$ cat src/rtl/lic_pkg.sv
`timescale 1ns/1ps
package lic_pkg;
  localparam int LIC_LINES = 32;
  localparam int LIC_W_RAW  = 0;
  localparam int LIC_W_MASK = 1;
  localparam int LIC_W_SET  = 2;
  localparam int LIC_W_CLR  = 3;
  localparam int LIC_W_PEND = 4;
endpackage

$ cat src/rtl/lic_sync.sv
`timescale 1ns/1ps
module lic_sync #(
  parameter int W      = 32,
  parameter int STAGES = 2
) (
  input  logic         clk,
  input  logic         rst_n,
  input  logic [W-1:0] d_i,
  output logic [W-1:0] q_o
);
  logic [W-1:0] stg [STAGES];

  generate
    for (genvar s = 0; s < STAGES; s++) begin : g_stage
      always_ff @(posedge clk or negedge rst_n) begin
        if (!rst_n) stg[s] <= '0;
        else if (s == 0) stg[s] <= d_i;
        else stg[s] <= stg[(s == 0) ? 0 : s-1];
      end
    end
  endgenerate

  assign q_o = stg[STAGES-1];
endmodule

$ cat src/rtl/lic_mask_reg.sv
`timescale 1ns/1ps
module lic_mask_reg #(
  parameter int W = 32
) (
  input  logic         clk,
  input  logic         rst_n,
  input  logic         set_stb_i,
  input  logic         clr_stb_i,
  input  logic [W-1:0] bits_i,
  output logic [W-1:0] mask_o
);
  // set wins nowhere: strobes are mutually exclusive by address decode
  function automatic logic [W-1:0] mask_next(input logic [W-1:0] cur,
                                             input logic [W-1:0] bits,
                                             input logic set_s,
                                             input logic clr_s);
    logic [W-1:0] r;
    r = cur;
    if (set_s) r = r | bits;
    if (clr_s) r = r & ~bits;
    return r;
  endfunction

  always_ff @(posedge clk or negedge rst_n) begin
    if (!rst_n) mask_o <= '1;
    else        mask_o <= mask_next(mask_o, bits_i, set_stb_i, clr_stb_i);
  end
endmodule

$ cat src/rtl/lic_pick.sv
`timescale 1ns/1ps
module lic_pick #(
  parameter int W  = 32,
  parameter int IW = $clog2(W)
) (
  input  logic [W-1:0]  vec_i,
  output logic [IW-1:0] idx_o,
  output logic          any_o
);
  // ascending scan; the last set bit seen is the highest one
  always_comb begin
    idx_o = '0;
    for (int i = 0; i < W; i++) begin
      if (vec_i[i]) idx_o = IW'(i);
    end
  end
  assign any_o = |vec_i;
endmodule

$ cat src/rtl/lic_ctrl.sv
`timescale 1ns/1ps
module lic_ctrl #(
  parameter int NSRC   = lic_pkg::LIC_LINES,
  parameter int ADDR_W = 5
) (
  input  logic                     clk,
  input  logic                     rst_n,
  input  logic [NSRC-1:0]          src_i,
  input  logic [ADDR_W-1:0]        bus_addr_i,
  input  logic                     bus_wr_i,
  input  logic [NSRC-1:0]          bus_wdata_i,
  input  logic                     bus_rd_i,
  output logic [NSRC-1:0]          bus_rdata_o,
  output logic                     irq_o,
  output logic [$clog2(NSRC)-1:0]  top_idx_o,
  output logic                     top_vld_o
);
  import lic_pkg::*;

  localparam int IDX_W = $clog2(NSRC);
  localparam int WSEL_W = ADDR_W - 2;

  logic [WSEL_W-1:0] word_sel;
  logic              set_hit, clr_hit;
  logic [NSRC-1:0]   src_sync, mask_q, pend;
  logic [IDX_W-1:0]  pick_idx;
  logic              pick_any;

  function automatic logic [NSRC-1:0] read_mux(input logic [WSEL_W-1:0] w,
                                               input logic [NSRC-1:0] raw,
                                               input logic [NSRC-1:0] msk,
                                               input logic [NSRC-1:0] pnd);
    case (int'(w))
      LIC_W_RAW:  return raw;
      LIC_W_MASK: return msk;
      LIC_W_PEND: return pnd;
      default:    return '0;
    endcase
  endfunction

  assign word_sel = bus_addr_i[ADDR_W-1:2];
  assign set_hit  = bus_wr_i && (word_sel == WSEL_W'(LIC_W_SET));
  assign clr_hit  = bus_wr_i && (word_sel == WSEL_W'(LIC_W_CLR));

  lic_sync #(.W(NSRC), .STAGES(2)) sync_i (
    .clk(clk), .rst_n(rst_n), .d_i(src_i), .q_o(src_sync)
  );

  lic_mask_reg #(.W(NSRC)) mask_i (
    .clk(clk), .rst_n(rst_n), .set_stb_i(set_hit), .clr_stb_i(clr_hit),
    .bits_i(bus_wdata_i), .mask_o(mask_q)
  );

  assign pend = src_sync & ~mask_q;

  lic_pick #(.W(NSRC), .IW(IDX_W)) pick_i (
    .vec_i(pend), .idx_o(pick_idx), .any_o(pick_any)
  );

  always_ff @(posedge clk or negedge rst_n) begin
    if (!rst_n) begin
      irq_o       <= 1'b0;
      top_vld_o   <= 1'b0;
      top_idx_o   <= '0;
      bus_rdata_o <= '0;
    end else begin
      irq_o     <= pick_any;
      top_vld_o <= pick_any;
      top_idx_o <= pick_idx;
      if (bus_rd_i) bus_rdata_o <= read_mux(word_sel, src_sync, mask_q, pend);
    end
  end
endmodule

$ cat config.mk
export PLATFORM = sky130hd
export DESIGN_NAME = lic_ctrl
export DESIGN_NICKNAME = d
export VERILOG_FILES = /design/src/rtl/lic_pkg.sv /design/src/rtl/lic_sync.sv /design/src/rtl/lic_mask_reg.sv /design/src/rtl/lic_pick.sv /design/src/rtl/lic_ctrl.sv
export SDC_FILE = /design/constraint.sdc
export NUM_CORES = 1
export LEC_CHECK = 0
export CAP_MARGIN = 20
export CORE_MARGIN = 3
export CORE_UTILIZATION = 45
export CTS_CLUSTER_DIAMETER = 150
export DETAILED_ROUTE_END_ITERATION = 16
export DONT_BUFFER_PORTS = 1
export PLACE_DENSITY_LB_ADDON = 0.3
export RECOVER_POWER = 25
export SYNTH_ARGS = -nofsm -noshare
export SYNTH_HDL_FRONTEND = slang
export SYNTH_SLANG_ARGS = --single-unit
$ cat constraint.sdc
create_clock -name clk -period 2.6 [get_ports clk]
set_input_delay 0.52 -clock clk [delete_from_list [all_inputs] [get_ports clk]]
set_output_delay 0.52 -clock clk [all_outputs]
set_load 0.005 [all_outputs]
* Word level (Yosys, flattened, before mapping)
Index checks and enable logic that the tools add are counted.
Widths: inputs -> output; s select.
** Word-level totals
- Input port bits :: 73
- Output and inout port bits :: 39
- Bits in writable memories :: 0
- Latch bits :: 0
- Register bits :: 134
- Memories :: 0
- Bits in read-only memories :: 0
- Word-level logic and storage cells :: 53
** Operators by class
- Order comparisons :: 0
- Multiply operators :: 0
- Equal/unequal tests :: 4
- Add/sub/neg operators :: 0
- Shift-type cells :: 0
- Divide/modulo/power cells :: 0
- Muxes and demuxes :: 34
- Reduce and logical (&&, ||, !) cells :: 4
- Bitwise logic cells :: 5
** Operators with widths (count)
- $pmux 32 s3 :: 1
- $mux 5 :: 16
- $and 32x32->32 :: 2
- $mux 32 :: 2
- $not 32->32 :: 2
- $mux 4 :: 8
- $or 32x32->32 :: 1
- $reduce_or 32->1 :: 1
- $mux 3 :: 4
- $eq 3x2->1 const B :: 2
- $mux 2 :: 2
- $eq 3x1->1 const B :: 1
- $eq 3x3->1 const B :: 1
- $logic_not 3->1 :: 1
- $logic_and 1x1->1 :: 2
- $mux 1 :: 1

* Longest topological paths before layout
- Depth after elaboration :: 33
- Gate-level depth with buffers :: 5
- Gate-level depth less buffers :: 5

* By module
Synthesis repeated with hierarchy kept, for this count alone.
** Unflattened totals
- Cell total of the unflattened synthesis :: 480
- Area, all modules :: 5786.8 µm²
** By module, submodules not included
- lic_ctrl :: cells an instance 220, area each 2368.5 µm², times used 1, sequential area each 950.9 µm²
- lic_sync :: cells an instance 96, area each 1841.8 µm², times used 1, sequential area each 1601.5 µm²
- lic_mask_reg :: cells an instance 102, area each 1209.9 µm², times used 1, sequential area each 840.8 µm²
- lic_pick :: cells an instance 62, area each 366.6 µm², times used 1, sequential area each 0.0 µm²

* Worst setup path after synthesis
Ideal clock, no wire load.
- Path kind :: register to register
- Start point :: register (tool-made name)
- End point :: register top_vld_o
- Buffers on the path :: 0
- Data arrival time :: 1.242 ns
- Data required time :: 2.462 ns
- Stages on the path, launching flop included :: 6
- Setup time :: 0.138 ns
- Path slack :: 1.221 ns
- Period minus slack after synthesis :: 1.379 ns
- Cell sequence :: dfstp_2 -> nor2b_2 -> nor4_4 -> inv_2 -> nor3_4 -> nand4_1
** RTL lines
- to (signal assigned) :: line lic_ctrl.sv:68 : top_vld_o <= pick_any;
- to (decl) :: line lic_ctrl.sv:16 : output logic top_vld_o

==> qor.csv <==
metric,value,unit
"Worst Setup Slack, final",0.984,ns
number of sinks handled by clock tree synthesis,134,
synth warn,0,
gr ovfl total,0,
horizontal die dimension,116,µm
reported leakage power,2.52,nW
placement row count,39,
arrival time at the worst endpoint,1.89,ns
maximum number of buffers from clock root to sink,2,
CTS buffer count,17,
wire length of the first global-routing pass,19000,µm
final number of setup-violating endpoints,0,
TritonCTS clock tree,done,
power density over the cells,906,mW/mm²
most used standard cell by instance count after synthesis,sky130_fd_sc_hd__dfrtp_1,
final-layout fill cell count,973,
TritonRoute pass-1 iters,4,
setup total negative slack,0,ns
proportion of synthesized flip-flops having asynchronous set or reset,100,%
maximum level of the CTS H-tree,4,
gate count after technology mapping,457,
post-synthesis net count,530,
final cycle utilization of the critical path,62.2,%
total count of hold-check failures in the final report,115,
ranking of synthesized cells by instance count,"sky130_fd_sc_hd__dfrtp_1, sky130_fd_sc_hd__nor2_1, sky130_fd_sc_hd__a21oi_1, sky130_fd_sc_hd__inv_1",
outcome,"complete, but fails checks",
total wirelength of the detailed-routed design,11900,µm
Post-Route Skew,0.00904,ns
pin count of the biggest net entering global routing,135,
fraction of the yosys area taken by sequential cells,62.6,%
die boundary height,116,µm
final worst path period need,1.62,ns
area growth from synthesis to layout,12.4,%
worst setup path endpoint,top_vld_o$_DFF_PN0_,
total inserted antenna cells,0,
starting utilization of the core area,46.6,%
number of flip-flops and latches in the synthesized netlist,134,
average routed wire per standard cell,19.6,µm
drt drc,0,
endpoint type of the worst setup path,flip-flop,
number of placed I/O pins,112,
ordered cell list for the critical path,"nand2b_1, nand2_1, nor3_1, nor2b_1, nand4_1",
Critical Path Max Stage Delay,0.54,ns
final HPWL from detailed placement,7460,µm
Post-DRT Antenna Nets,0,
headroom to the max-slew limit,70.9,%
final count of pins violating max slew,0,
number of violations of the max-capacitance limit,0,
Mean Syn Cell Area,11.9,µm²
Reg-to-Reg End,top_vld_o$_DFF_PN0_,
worst slack after detailed placement,0.985,ns
leading register cell type out of synthesis,sky130_fd_sc_hd__dfrtp_1,
"EDFF count, synth",0,
initial antenna violation count,0,
CTS Root Cell,sky130_fd_sc_hd__clkbuf_16,
slowest cell on the critical path,sky130_fd_sc_hd__dfstp_2,
highest attainable clock frequency,0.619,GHz
worst-case hold slack,-0.196,ns
number of input and output port buffers inserted,0,
number of DRC violations after detailed-routing iteration 0,228,
unrepaired setup endpoints after global routing,no,
clock latency on the worst-skew pair,0.42,ns
number of cell instances on the worst register-to-register path,5,
unique cell type count in the Yosys netlist,41,
post-synth design cell area,0.00542,mm²
maximum ir drop on the vdd rail,0.581,mV
total die area,0.0134,mm²
required time of the critical path,2.87,ns
r2r setup slk,0.98,ns
"Worst Path Class, Setup",reg2reg,
Total Power Consumption,0.00552,W
gp weighted congestion,0.746,
overall routing resource usage,19.0,%
maximum fanout along the worst path,3,
violated checks,hold timing,
Post CTS Setup Buffer Count,0,
library cell with the largest summed area after synthesis,sky130_fd_sc_hd__dfrtp_1,
core outline area,0.0116,mm²
Resized Gates After CTS,0,
clock edge transition at the registers on the reported setup and hold paths,0.06,ns
via/cell ratio,5.66,
Yosys top cell area share,47.1,%
nets,524,
worst-margin pin slew,0.436,ns
cell types with the largest area share after synthesis,"sky130_fd_sc_hd__dfrtp_1, sky130_fd_sc_hd__dfstp_2, sky130_fd_sc_hd__mux2_2, sky130_fd_sc_hd__o32ai_1, sky130_fd_sc_hd__a31oi_1",
share of cells above drive strength 1,24.4,%
via total after detailed routing,3428,
via count of the first global-routing pass,3494,
startpoint type of the worst setup path,flip-flop,
Hold Crit Class,in2async,
critical path, delay by kind of cell, from the launching register on:
kind / cells / cell delay (ns)
simple gates: 5 / 0.93
flops: 1 / 0.54
power breakdown:
part,internal [W],total (W),leakage (nW),switching [W]
sequential,0.00239,0.00257,1.57,0.000183
clock,0.00150,0.00235,0.288,0.000853
combinational,0.000310,0.000593,0.665,0.000284
total,0.00420,0.00552,2.52,0.00132
how the worst min path moves through the flow:
stage	cells past startpoint	end	slack (ns)
2_1_floorplan	0	bus_rdata_o[0]$_DFFE_PN0P_	0.22
3_3_place_gp	0	bus_rdata_o[3]$_DFFE_PN0P_	0.23
3_5_place_dp	0	bus_rdata_o[3]$_DFFE_PN0P_	0.23
4_1_cts	0	sync_i.stg[43]$_DFF_PN0_	-0.22
5_1_grt	0	bus_rdata_o[6]$_DFFE_PN0P_	-0.22
6_report	0	sync_i.stg[38]$_DFF_PN0_	-0.20
final cells by class:
type                       instances  area (µm²)  area share (%)
sequential                       134        3390            55.7
multi-input combinational        255        1760            28.9
clock buffer                      22         484            7.95
tap                              143         179            2.94
inverter                          40         150            2.47
clock inverter                     9         100            1.64
timing repair buffer               3        22.5           0.370
routing by layer:
layer	vias to the layer above	part of all wire, %	routed length (µm)	track usage (%)
met3	24	6.4	763	5.90
met4	0	2.7	326	9.82
met5	-	0	0	0
li1	1607	-	-	-
met1	1697	44	5220	25.1
met2	100	47	5590	28.3
cell usage in the layout (no fill, tap or decap), drive strengths merged, types with 7 or more instances in the layout:
master	Yosys	routed
clkbuf	19	22
nor2b	21	21
dfrtp	102	102
o21ai	7	7
nand2	8	8
nor2	43	43
dfstp	32	32
a21oi	38	38
a31oi	33	33
o32ai	33	33
inv	40	40
nand2b	15	15
mux2	32	32
kinds of logic (layout without fill, tap and decap cells):
kind of cell,Yosys count,in the layout,share of synthesized area [%]
flops,134,134,62.6
buf+inv,68,74,4.97
simple gates,98,98,9.98
compound gates,125,125,15.8
mux,32,32,6.65
per-stage QoR:
stage,area (µm²),cells,util [%]
finish,6090,606,52.4
global route,6090,606,52.4
CTS,6090,606,52.4
detailed placement,5510,575,47.4
global placement,5510,575,47.4
floorplan,5420,457,-
No activity file was read; power rests on OpenSTA's default activity.
